File: src/rtl/nti_pkg.sv
`timescale 1ns/1ps
package nti_pkg;
  typedef struct packed {
    logic fold;  // bit 1
    logic en;    // bit 0
  } nti_cfg_t;

  typedef enum logic [1:0] {
    MAP_PASS       = 2'd0,
    MAP_FOLD       = 2'd1,
    MAP_INTERLEAVE = 2'd2
  } nti_map_e;
endpackage

File: src/rtl/nti_strobe_sync.sv
`timescale 1ns/1ps
module nti_strobe_sync #(
  parameter int unsigned STAGES = 2
) (
  input  logic clk_i,
  input  logic rst_ni,
  input  logic rd_ni,
  output logic rise_o
);
  localparam int unsigned DEPTH = STAGES + 1;

  logic [DEPTH-1:0] sync_q;

  always_ff @(posedge clk_i or negedge rst_ni) begin
    if (!rst_ni) sync_q <= '1;  // idle strobe is high
    else         sync_q <= {sync_q[DEPTH-2:0], rd_ni};
  end

  assign rise_o = sync_q[STAGES-1] & ~sync_q[STAGES];
endmodule

File: src/rtl/nti_row_latch.sv
`timescale 1ns/1ps
module nti_row_latch (
  input  logic clk_i,
  input  logic rst_ni,
  input  logic rise_i,
  input  logic region_i,
  input  logic row_bit_i,
  output logic row_q_o
);
  always_ff @(posedge clk_i or negedge rst_ni) begin
    if (!rst_ni)                  row_q_o <= 1'b0;
    else if (rise_i && !region_i) row_q_o <= row_bit_i;
  end
endmodule

File: src/rtl/nti_cfg_reg.sv
`timescale 1ns/1ps
module nti_cfg_reg #(
  parameter int unsigned CFG_W = 2
) (
  input  logic             clk_i,
  input  logic             rst_ni,
  input  logic             we_i,
  input  logic [CFG_W-1:0] wdata_i,
  output nti_pkg::nti_cfg_t cfg_o
);
  always_ff @(posedge clk_i or negedge rst_ni) begin
    if (!rst_ni)   cfg_o <= '0;
    else if (we_i) cfg_o <= nti_pkg::nti_cfg_t'(wdata_i);
  end
endmodule

File: src/rtl/nti_addr_mux.sv
`timescale 1ns/1ps
module nti_addr_mux (
  input  nti_pkg::nti_cfg_t cfg_i,
  input  logic region_i,
  input  logic a10_i,
  input  logic a11_i,
  input  logic row_i,
  output logic a10_o
);
  import nti_pkg::*;

  nti_map_e map;

  always_comb begin
    map = MAP_PASS;
    if (cfg_i.en && region_i) map = cfg_i.fold ? MAP_FOLD : MAP_INTERLEAVE;
  end

  always_comb begin
    unique case (map)
      MAP_FOLD:       a10_o = a11_i;
      MAP_INTERLEAVE: a10_o = row_i;
      default:        a10_o = a10_i;
    endcase
  end
endmodule

File: src/rtl/nt_row_interleave.sv
`timescale 1ns/1ps
module nt_row_interleave #(
  parameter int unsigned AW          = 14,
  parameter int unsigned SYNC_STAGES = 2,
  parameter int unsigned CFG_W       = 2
) (
  input  logic             clk_i,
  input  logic             rst_ni,
  input  logic [AW-1:0]    vaddr_i,
  input  logic             vrd_ni,
  input  logic             cpu_we_i,
  input  logic [CFG_W-1:0] cpu_wdata_i,
  output logic [AW-3:0]    ram_addr_o
);
  localparam int unsigned ROW_BIT    = 2;
  localparam int unsigned H_SEL_BIT  = 10;
  localparam int unsigned V_SEL_BIT  = 11;
  localparam int unsigned REGION_BIT = AW - 1;
  localparam int unsigned RAM_AW     = AW - 2;

  logic              rd_rise;
  logic              row_q;
  logic              a10_sel;
  nti_pkg::nti_cfg_t cfg_q;
  logic              unused_vaddr;

  assign unused_vaddr = vaddr_i[AW-2];

  nti_strobe_sync #(.STAGES(SYNC_STAGES)) i_sync (
    .clk_i  (clk_i),
    .rst_ni (rst_ni),
    .rd_ni  (vrd_ni),
    .rise_o (rd_rise)
  );

  nti_row_latch i_row (
    .clk_i     (clk_i),
    .rst_ni    (rst_ni),
    .rise_i    (rd_rise),
    .region_i  (vaddr_i[REGION_BIT]),
    .row_bit_i (vaddr_i[ROW_BIT]),
    .row_q_o   (row_q)
  );

  nti_cfg_reg #(.CFG_W(CFG_W)) i_cfg (
    .clk_i   (clk_i),
    .rst_ni  (rst_ni),
    .we_i    (cpu_we_i),
    .wdata_i (cpu_wdata_i),
    .cfg_o   (cfg_q)
  );

  nti_addr_mux i_mux (
    .cfg_i    (cfg_q),
    .region_i (vaddr_i[REGION_BIT]),
    .a10_i    (vaddr_i[H_SEL_BIT]),
    .a11_i    (vaddr_i[V_SEL_BIT]),
    .row_i    (row_q),
    .a10_o    (a10_sel)
  );

  always_comb begin
    ram_addr_o                = vaddr_i[RAM_AW-1:0];
    ram_addr_o[H_SEL_BIT]     = a10_sel;
  end
endmodule

File: config.mk
export PLATFORM = sky130hd
export DESIGN_NAME = nt_row_interleave
export DESIGN_NICKNAME = d
export VERILOG_FILES = /design/src/rtl/nti_pkg.sv /design/src/rtl/nti_strobe_sync.sv /design/src/rtl/nti_row_latch.sv /design/src/rtl/nti_cfg_reg.sv /design/src/rtl/nti_addr_mux.sv /design/src/rtl/nt_row_interleave.sv
export SDC_FILE = /design/constraint.sdc
export NUM_CORES = 1
export LEC_CHECK = 0
export BUFFER_PORTS_ARGS = -buffer_cell sky130_fd_sc_hd__buf_2
export CORE_AREA = 2 2 39 41
export CTS_CLUSTER_DIAMETER = 200
export DETAILED_ROUTE_END_ITERATION = 7
export DIE_AREA = 0 0 41 43
export GPL_ROUTABILITY_DRIVEN = 1
export PLACE_DENSITY = 0.59
export SYNTH_ARGS = -nofsm -noshare
export SYNTH_HDL_FRONTEND = slang
export SYNTH_SLANG_ARGS = --single-unit
File: constraint.sdc
create_clock -name clk_i -period 2.5 [get_ports clk_i]
set_input_delay 0.125 -clock clk_i [delete_from_list [all_inputs] [get_ports clk_i]]
set_output_delay 0.125 -clock clk_i [all_outputs]
set_load 0.01 [all_outputs]
==> results of run 1 <==
[cells in the mapped netlist]
master and count:
mux2i_1 1, dfrtp_1 3, buf_4 12, dfstp_2 3
nor3b_2 1, a31oi_1 1, mux2_4 1, mux2_2 2
a21oi_1 1
[final cells by class]
class | instances | area, µm²
well taps | 16 | 20.0
flip-flops and latches | 6 | 154
multi-input cells | 7 | 71.3
repair buffers | 14 | 80.1
clock buffers | 4 | 26.3
fillers | 143 | 1030
[critical path, delay by kind of cell (launching register included)]
kind / cells / cell delay [ns]
mux: 1 / 0.12
buf+inv: 1 / 0.14
compound gates: 1 / 0.15
flops: 1 / 0.38
[cells by family (layout without fill, tap and decap cells)]
kind of cell / after synthesis / after routing / share of synthesized area
AO/OA/AOI/OAI: 2 / 2 / 0.0357
buffers and inverters: 12 / 18 / 0.286
flip-flops: 6 / 6 / 0.488
multiplexers: 4 / 4 / 0.151
AND/OR/NAND/NOR: 1 / 1 / 0.0397
[sequential cells by signal (all words and copies together) (netlist names)]
signal         count
i_cfg.cfg_o        2
i_row.row_q_o      1
i_sync.sync_q      3
[metal layers]
metal	track usage	wire length, µm	vias up
met5	0	0	-
met4	0.0200	0	0
met3	0.0628	74	0
met2	0.0813	161	14
met1	0.0526	191	88
li1	-	-	84
[through the flow]
step           instances  hold WS (ns)
6_report              47         0.121
2_1_floorplan         25        -0.171
3_3_place_gp          41       -0.0501
5_1_grt               47         0.107
4_1_cts               47         0.110
3_5_place_dp          41       -0.0472
[power by group]
| group | internal, mW | switching (mW) | total, mW |
|---|---|---|---|
| sequential | 0.108 | 0.00471 | 0.113 |
| combinational | 0.0195 | 0.0112 | 0.0307 |
| clock | 0.0603 | 0.0327 | 0.0930 |
[worst min-delay path by stage]
stage | to | slack, ns | from
after floorplan | i_cfg.cfg_o[0] | -0.17 | rst_ni
after global placement | i_row.row_q_o | -0.05 | rst_ni
after detailed placement | i_cfg.cfg_o[1] | -0.05 | rst_ni
after CTS | i_cfg.cfg_o[1] | 0.11 | cpu_wdata_i[1]
after global routing | i_cfg.cfg_o[0] | 0.11 | cpu_wdata_i[0]
final | i_cfg.cfg_o[1] | 0.12 | cpu_wdata_i[1]
==> summary.md, run 1 <==
| Metric | Value |
|---|---|
| Status | finished clean |
| Vias in the first global route | between 150 and 200 |
| WP data required | 2.38 ns |
| Clock Sinks | 6 |
| Fin crit period | 1.16 ns |
| Cell Area, Placed | just over 300 µm² |
| Die height | 43 µm |
| Die area | 0.00176 mm² |
| Hold crit path type | primary input to flop |
| Crit path largest cell delay | 0.38 ns |
| Wire per inst | 9.09 µm |
| Nets | 52 |
| DR iter-0 viols | 1 |
| Vias per Instance | 3.96 |
| CTS tree | built |
| Post-Syn Instances | 25 |
| Initial antenna violation count | 0 |
| Maxcap violations | 0 |
| Tcrit/Tclk final | 0.463 |
| Most frequent cells in the layout | buf_2, clkbuf_4, dfrtp_1, dfstp_2 |
| Initial Util | 0.228 |
| Power Density | 673 mW/mm² |
| Top cells by area, synth | buf_4, dfstp_2, dfrtp_1, mux2_2, mux2_4 |
| Global placer's final weighted congestion | 0.591 |
| Sequential area share after synthesis | 0.488 |
| TritonCTS Buffers | 3 |
| First-pass GRT wire length | between 600 and 700 µm |
| Post-CTS Setup Bufs | 0 |
| FP Rows | 14 |
| Arrival time worst endpoint | about 1.0 ns |
| Relative slew slack | 0.892 |
| Crit path to | ram_addr_o[10] |
| Final worst slack | 1.34 ns |
| Mapped Nets | 45 |
| Clock Latency Late Sink | 0.24 ns |
| Crit. End Element | output port |
| Reg2reg setup slack | ~1.4 ns |
| Unique masters post-synth | 9 |
| Crit path kind | flop to output port |
| Syn_area_per_cell | 12.6 µm² |
| Worst Max-Slew Pin Slew | 0.161 ns |
| Ant. Diodes | 0 |
| Finish-stage setup viols | 0 |
| Power, Total | between 200 and 250 µW |
| CTS H-tree depth | 1 |
| Startpoint types | flop |
| Antenna-violating nets left | 0 |
| Slew Viols, Final | 0 |
| Drt pass-1 iters | 2 |
| Fmax | 864 MHz |
| RR Endpoint | i_row.row_q_o |
| # port buffers | 12 |
| Cell Chain, Critical Path | mux2i_1 -> a31oi_1 -> buf_2 |
| Area leader, netlist | buf_4 |
| Cell Area, Synth | around 320 µm² |
| Io pins | 32 |
| Syn. warnings | 0 |
| Ratio of cells with drive above 1 in the final layout | 0.710 |
| Lkg Pwr | around 0.16 nW |
| Post-Route WL | 427 µm |
| Worst slack at placement | ~1.4 ns |
| VDD IR-drop max | 398 µV |
| Core area | 0.00138 mm² |
| Design Area, Final | 352 µm² |
| Hold Path Cell Cnt | 2 |
| GR Overflow Total | 0 |
| Final core utilization | 0.254 |
| CTS hold repair buffers | 2 |
| Die Span X | 41 µm |
| DRC errors left | 0 |
| Largest net degree at the start of global routing | 7 |
| Clk_skew | 0.00734 ns |
| RSZ-0062 raised after global routing | no |
| Crit. Startpoint | i_cfg.cfg_o[1] |
| Clock slew seen by the registers of the worst setup and hold paths | approximately 0.05 ns |
| Setup TNS | 0 ns |
| Most common cell after layout, fill and taps aside | buf_2 |
| RR Startpoint | i_sync.sync_q[1] |
| GRT Util Overall | 0.0576 |
| CP max FO | 2 |
| Area delta synth->final | 11.5% |
| Post-synth top area share | 0.286 |
| Post-CTS sizing | 0 |
| Hold Vio Cnt, Final | 0 |
| Root Driver | clkbuf_4 |
| Worst R2R Path Depth | 2 |
| Synthesized flop and latch total | 6 |
| CP max stage cell | dfrtp_1 |
| Clk buf depth | 2 |
| Detailed-route via count | 186 |
No activity file was read; power rests on OpenSTA's default activity.
==> inputs of run 2 (changes only) <==
--- a/config.mk
+++ b/config.mk
@@ -5,13 +5,14 @@
 export SDC_FILE = /design/constraint.sdc
 export NUM_CORES = 1
 export LEC_CHECK = 0
+export ABC_AREA = 1
 export BUFFER_PORTS_ARGS = -buffer_cell sky130_fd_sc_hd__buf_2
 export CORE_AREA = 2 2 39 41
 export CTS_CLUSTER_DIAMETER = 200
 export DETAILED_ROUTE_END_ITERATION = 7
 export DIE_AREA = 0 0 41 43
 export GPL_ROUTABILITY_DRIVEN = 1
-export PLACE_DENSITY = 0.59
+export PLACE_DENSITY = 0.63
 export SYNTH_ARGS = -nofsm -noshare
 export SYNTH_HDL_FRONTEND = slang
 export SYNTH_SLANG_ARGS = --single-unit
==> constraint.sdc (replaced) <==
create_clock -name clk_i -period 1 [get_ports clk_i]
set_input_delay 0.05 -clock clk_i [delete_from_list [all_inputs] [get_ports clk_i]]
set_output_delay 0.05 -clock clk_i [all_outputs]
set_load 0.01 [all_outputs]
==> run 2 against run 1 <==
Against the previous run:
- the run now ends with setup timing left
- die area did not move
- via count rose by 27%
- global-route usage rose by 0.63 points
- clock power rose to 2.6 times the previous value
- core utilization rose by 2.9 points
- first-iteration DRC count rose to 4.0 times the previous value
- wire length rose by 14%
- area after synthesis rose by 4.8%
- worst setup slack got worse by 1.4 ns
- sequential share of layout area fell by 4.5 points
==> summary.md, run 2 <==
| Metric | Value |
|---|---|
| CTS H-tree depth | 1 |
| # port buffers | 12 |
| Worst Max-Slew Pin Slew | 0.137 ns |
| Max reg flops | 3 |
| Unique masters post-synth | 8 |
| Ant. Diodes | 0 |
| Relative slew slack | 0.909 |
| GRT Util Overall | 0.0639 |
| Core area | 0.00138 mm² |
| Top post-synthesis cells by count | buf_4, nand2_1, inv_1 |
| FP Rows | 14 |
| Drt pass-1 iters | 3 |
| Die area | 0.00176 mm² |
| Mapped Nets | 59 |
| Top flop regs | i_sync.sync_q x3, i_cfg.cfg_o x2, i_row.row_q_o x1 |
| Most frequent cells in the layout | buf_2, nand2_1, inv_1 |
| Area delta synth->final | 18.6% |
| Maxcap violations | 0 |
| Io pins | 32 |
| CP max FO | 2 |
| Ratio of cells with drive above 1 in the final layout | 0.417 |
| Syn. warnings | 0 |
| Clock Latency Late Sink | approximately 0.24 ns |
| Fin crit period | between 1 and 1.5 ns |
| Worst slack at placement | between 0.15 and 0.2 ns |
| Startpoint types | flop |
| Tcrit/Tclk final | 1.03 |
| Nets | 69 |
| Clk buf depth | 2 |
| Final worst slack | -0.0287 ns |
| Finish-stage setup viols | 1 |
| TritonCTS Buffers | 3 |
| Vias in the first global route | around 190 |
| Sequential area share after synthesis | 0.466 |
| Antenna-violating nets left | 0 |
| Largest reg by FF count | i_sync.sync_q |
| Post-synth top area share | 0.273 |
| Cell Area, Synth | 330 µm² |
| VDD IR-drop max | 618 µV |
| Syn_area_per_cell | 8.47 µm² |
| Die height | 43 µm |
| DRC errors left | 0 |
| Crit path kind | flop to output port |
| First-pass GRT wire length | about 680 µm |
| HPWL after DPL | 358 µm |
| Detailed-route via count | between 200 and 250 |
| Hold crit path type | primary input to flop |
| Commonest register cell after synthesis | dfstp_2 |
| Most common cell after layout, fill and taps aside | buf_2 |
| Share of synthesized flip-flops with an asynchronous set or reset | 1.00 |
| Die Span X | approximately 40 µm |
| Lkg Pwr | 0.221 nW |
| Fmax | 972 MHz |
| WP data required | about 0.95 ns |
| FILL cells | 156 |
| Initial Util | 0.239 |
| Arrival time worst endpoint | 0.98 ns |
| Status | finished with violations |
| Failing checks | setup timing |
| EDFF count, synth | 0 |
| Initial antenna violation count | 0 |
| RSZ-0062 raised after global routing | yes |
| Clk_skew | 0.00739 ns |
| Crit. End Element | output port |
| Top cells by area, synth | buf_4, dfstp_2, dfrtp_1, nand2_1, inv_1 |
| Clock Sinks | 6 |
| Hold Vio Cnt, Final | 0 |
| Count leader, synth | buf_4 |
| Global placer's final weighted congestion | 0.642 |
| Clock slew seen by the registers of the worst setup and hold paths | approximately 0.05 ns |
| CTS tree | built |
| Post-Route WL | just under 500 µm |
| Post-Syn Instances | 39 |
| Root Driver | clkbuf_4 |
| Power Density | about 1500 mW/mm² |
| Slew Viols, Final | 0 |
| Area leader, netlist | buf_4 |
| Synthesized flop and latch total | 6 |
| Largest net degree at the start of global routing | 7 |
| DR iter-0 viols | 4 |
| Vias per Instance | 3.69 |
| Wire per inst | 7.63 µm |
| Setup TNS | -0.0287 ns |
| GR Overflow Total | 0 |
## run 2: layout make-up
cell class | count | area, µm² | area share
Timing Repair Buffer | 17 | 105 | 0.268
Tap cell | 16 | 20.0 | 0.0511
Inverter | 7 | 26.3 | 0.0671
Clock buffer | 4 | 26.3 | 0.0671
Multi-Input combinational cell | 14 | 60.1 | 0.153
Sequential cell | 6 | 154 | 0.393
## run 2: where the power goes
part | switching (mW) | leakage [nW] | internal [mW]
clock | 0.0913 | 0.0150 | 0.151
sequential | 0.00891 | 0.0683 | 0.268
combinational | 0.0390 | 0.138 | 0.0470
## run 2: worst paths after layout
kind,startpoint,end,slack [ns],cells past startpoint
setup / recovery,i_cfg.cfg_o[0],ram_addr_o[10],-0.03,5
hold / removal,cpu_wdata_i[1],i_cfg.cfg_o[1],0.01,3
setup reg to reg,i_sync.sync_q[1],i_row.row_q_o,0.19,3
hold reg to reg,i_sync.sync_q[0],i_sync.sync_q[1],0.36,0
max in group asynchronous,rst_ni,i_sync.sync_q[2],0.62,2
min in group asynchronous,rst_ni,i_row.row_q_o,0.16,2
## run 2: kinds of logic (layout without fill, tap and decap cells)
logic type,after synthesis,count (layout),synth area share
AO/OA/AOI/OAI,2,2,0.0303
AND/OR/NAND/NOR,12,12,0.152
flip-flops,6,6,0.466
buffers and inverters,19,28,0.352
## run 2: worst max-delay path, cell delays in order (launching register included)
cell,delay [ns]
dfrtp_1,0.37
nand2_1,0.08
inv_1,0.04
nand3_1,0.07
nand2_1,0.05
buf_2,0.13
## run 2: per-layer routing
layer,vias up,global-route usage,routed length [µm]
li1,123,-,-
met1,103,0.0731,238
met2,10,0.0688,193
met3,0,0.0314,55
met4,0,0.0867,0
met5,-,0,0
## run 2: stage by stage
step	area, µm²	cells	power, mW	utilization	hold slack [ns]
2_1_floorplan	330	39	0.360	-	-0.246
3_3_place_gp	320	55	0.347	0.231	-0.124
3_5_place_dp	320	55	0.349	0.231	-0.124
4_1_cts	384	63	0.616	0.278	0.00364
5_1_grt	392	64	0.657	0.283	0.0160
6_report	392	64	0.606	0.283	0.0119
## run 2: timing repair
| item | in CTS | in global routing |
|---|---|---|
| endpoints found under the setup margin | 1 | 1 |
| hold buffers | 3 | 0 |
| buffers inserted | 1 | 1 |
| pin swaps | 1 | 3 |
| endpoints found under the hold margin | 8 | 0 |
| gates resized for setup | 0 | 0 |
==> inputs of run 3 (changes only) <==
--- a/config.mk
+++ b/config.mk
@@ -7,12 +7,15 @@
 export LEC_CHECK = 0
 export ABC_AREA = 1
 export BUFFER_PORTS_ARGS = -buffer_cell sky130_fd_sc_hd__buf_2
-export CORE_AREA = 2 2 39 41
+export CELL_PAD_IN_SITES_DETAIL_PLACEMENT = 0
+export CELL_PAD_IN_SITES_GLOBAL_PLACEMENT = 2
+export CORE_ASPECT_RATIO = 0.7
+export CORE_MARGIN = 2
+export CORE_UTILIZATION = 14
 export CTS_CLUSTER_DIAMETER = 200
 export DETAILED_ROUTE_END_ITERATION = 7
-export DIE_AREA = 0 0 41 43
 export GPL_ROUTABILITY_DRIVEN = 1
-export PLACE_DENSITY = 0.63
+export PLACE_DENSITY = 0.71
 export SYNTH_ARGS = -nofsm -noshare
 export SYNTH_HDL_FRONTEND = slang
 export SYNTH_SLANG_ARGS = --single-unit
==> run 3 against run 2 <==
Against the previous run:
- the run still ends with setup timing left
- design area up 3.2%
- hold slack better by 0.010 ns
- highest routed layer unchanged
- sequential power barely moved
- wire length rose by 4.7%
==> summary.md, run 3 (same netlist as run 2, synthesis figures left out) <==
| Metric | Value |
|---|---|
| Initial antenna violation count | 0 |
| Combinational share of power | 0.136 |
| Area delta synth->final | 22.3% |
| Detailed-route via count | approximately 220 |
| Clock Sinks | 6 |
| Top flop regs | i_sync.sync_q x3, i_cfg.cfg_o x2, i_row.row_q_o x1 |
| Cell Area, Placed | 340 µm² |
| Tcrit/Tclk final | 1.04 |
| First-pass GRT wire length | 717 µm |
| Ratio of cells with drive above 1 in the final layout | 0.478 |
| Drt pass-1 iters | 3 |
| Int Pwr | 460 µW |
| Die height | 44.6 µm |
| Clock network power share | 0.399 |
| FP Rows | 14 |
| Final hold slack | 0.0224 ns |
| Global placer's final weighted congestion | around 0.7 |
| Final core utilization | 0.185 |
| Worst slack at placement | approximately 0.18 ns |
| Core area | roughly 0.0022 mm² |
| TritonCTS Buffers | 3 |
| Worst R2R Path Depth | 3 |
| Clock Latency Late Sink | 0.24 ns |
| CTS tree | built |
| Largest reg by FF count | i_sync.sync_q |
| RR Startpoint | i_sync.sync_q[1] |
| Lkg Pwr | 0.210 nW |
| Ant. Diodes | 0 |
| Die area | 0.00277 mm² |
| Wire per inst | 6.55 µm |
| Most common cell after layout, fill and taps aside | buf_2 |
| Sequential power share | 0.465 |
| CP delay by family, top | flip-flops |
| DRC errors left | 0 |
| Slew Viols, Final | 0 |
| Reg2reg setup slack | 0.20 ns |
| Clk_skew | 0.00965 ns |
| RR Endpoint | i_row.row_q_o |
| Hold Path Cell Cnt | 3 |
| Net switching power | around 140 µW |
| Most frequent cells in the layout | buf_2, nand2_1, inv_1 |
| Vias per Instance | about 2.8 |
| Arrival time worst endpoint | 0.99 ns |
| Setup TNS | -0.0405 ns |
| Nets | 67 |
| Final worst slack | -0.0405 ns |
| Crit path kind | flop to output port |
| CP Buf/Inv Count | 2 |
| Die Span X | 62.1 µm |
| Fin crit period | 1.04 ns |
| GR Overflow Total | 0 |
| Startpoint types | flop |
| Max reg flops | 3 |
| Clk buf depth | 2 |
| Maxcap violations | 0 |
| Post-CTS Setup Bufs | 0 |
| Cell Chain, Critical Path | nand2_2 -> inv_2 -> nand3_2 -> nand2_1 -> buf_2 |
| Post-Route WL | 511 µm |
| Clock slew seen by the registers of the worst setup and hold paths | 0.05 ns |
| CP max FO | 2 |
| Hold EP | i_cfg.cfg_o[1] |
| HPWL after DPL | 417 µm |
| Io pins | 32 |
| Status | finished with violations |
| Failing checks | setup timing |
| Hold crit path type | primary input to flop |
| Design Area, Final | 404 µm² |
| Relative slew slack | 0.917 |
| VDD IR-drop max | roughly 360 µV |
| CTS H-tree depth | 1 |
| Initial Util | 0.151 |
| CP max stage cell | dfrtp_1 |
| Hold Vio Cnt, Final | 0 |
| WP data required | 0.95 ns |
| Antenna-violating nets left | 0 |
| Vias in the first global route | 182 |
| DR iter-0 viols | 7 |
| GRT Util Overall | 0.0394 |
| Power Density | 1480 mW/mm² |
| Fmax | 961 MHz |
| Root Driver | clkbuf_4 |
| Worst Max-Slew Pin Slew | between 0.1 and 0.15 ns |
| # port buffers | 12 |
| Crit path largest cell delay | around 0.39 ns |
| Finish-stage setup viols | 1 |
| Switching share of power | 0.233 |
| Crit. End Element | output port |
| Largest net degree at the start of global routing | 7 |
| Hold Path Origin | cpu_wdata_i[1] |
| RSZ-0062 raised after global routing | yes |
-- run 3: cell types whose count changed in the layout (fill, tap and decap cells not counted) --
cell | before | now
buf_4 | 2 | 0
nand2_2 | 0 | 1
nand2_1 | 9 | 8
inv_1 | 7 | 5
inv_2 | 0 | 2
nand3_2 | 0 | 1
nand3_1 | 2 | 1
-- run 3: per-layer routing --
metal | part of all wire | global-route usage | vias up | routed length, µm
met3 | 0.078 | 0.0205 | 0 | 40
met4 | 0 | 0.0383 | 0 | 0
met2 | 0.35 | 0.0417 | 8 | 178
li1 | - | - | 117 | -
met5 | 0 | 0 | - | 0
met1 | 0.57 | 0.0528 | 93 | 293
-- run 3: stage by stage --
stage / instances / total power, mW
6_report: 78 / 0.599
3_3_place_gp: 71 / 0.350
4_1_cts: 78 / 0.611
2_1_floorplan: 39 / 0.360
3_5_place_dp: 71 / 0.351
5_1_grt: 78 / 0.632
-- run 3: worst max path at each step --
stage                           startpoint             end  slack [ns]  cells after the start
final                       i_cfg.cfg_o[0]  ram_addr_o[10]       -0.04                      5
after global routing        i_cfg.cfg_o[0]  ram_addr_o[10]        -0.1                      5
after CTS                   i_cfg.cfg_o[0]  ram_addr_o[10]       -0.09                      5
after detailed placement  i_sync.sync_q[1]   i_row.row_q_o        0.18                      3
after global placement      i_cfg.cfg_o[0]  ram_addr_o[10]        0.19                      5
after floorplan           i_sync.sync_q[1]   i_row.row_q_o        0.21                      3
-- run 3: cell type report --
class                           count  area [µm²]
Fill cell                         256        1790
Timing Repair Buffer               15        90.1
Sequential cell                     6         154
Clock buffer                        4        26.3
Inverter                            7        26.3
Multi-Input combinational cell     14        67.6
Tap cell                           32        40.0
-- run 3: power groups by stage --
stage | clock (mW) | sequential [mW] | combinational, mW
after floorplan | 0 | 0.279 | 0.0811
after global placement | 0 | 0.281 | 0.0686
after detailed placement | 0 | 0.282 | 0.0694
after CTS | 0.254 | 0.278 | 0.0785
after global routing | 0.258 | 0.280 | 0.0935
final | 0.239 | 0.279 | 0.0813
-- run 3: timing repair --
| action | in CTS | in global routing |
|---|---|---|
| pin swaps | 1 | 1 |
| gates resized for setup | 0 | 4 |
| endpoints found under the setup margin | 1 | 1 |
| hold buffers | 3 | 0 |
| hold endpoints to repair | 8 | 0 |
-- run 3: worst register-to-register path: cells and delay by family, from the launching register on --
kind | cells | cell delay [ns]
flops | 1 | 0.53
simple gates | 3 | 0.17
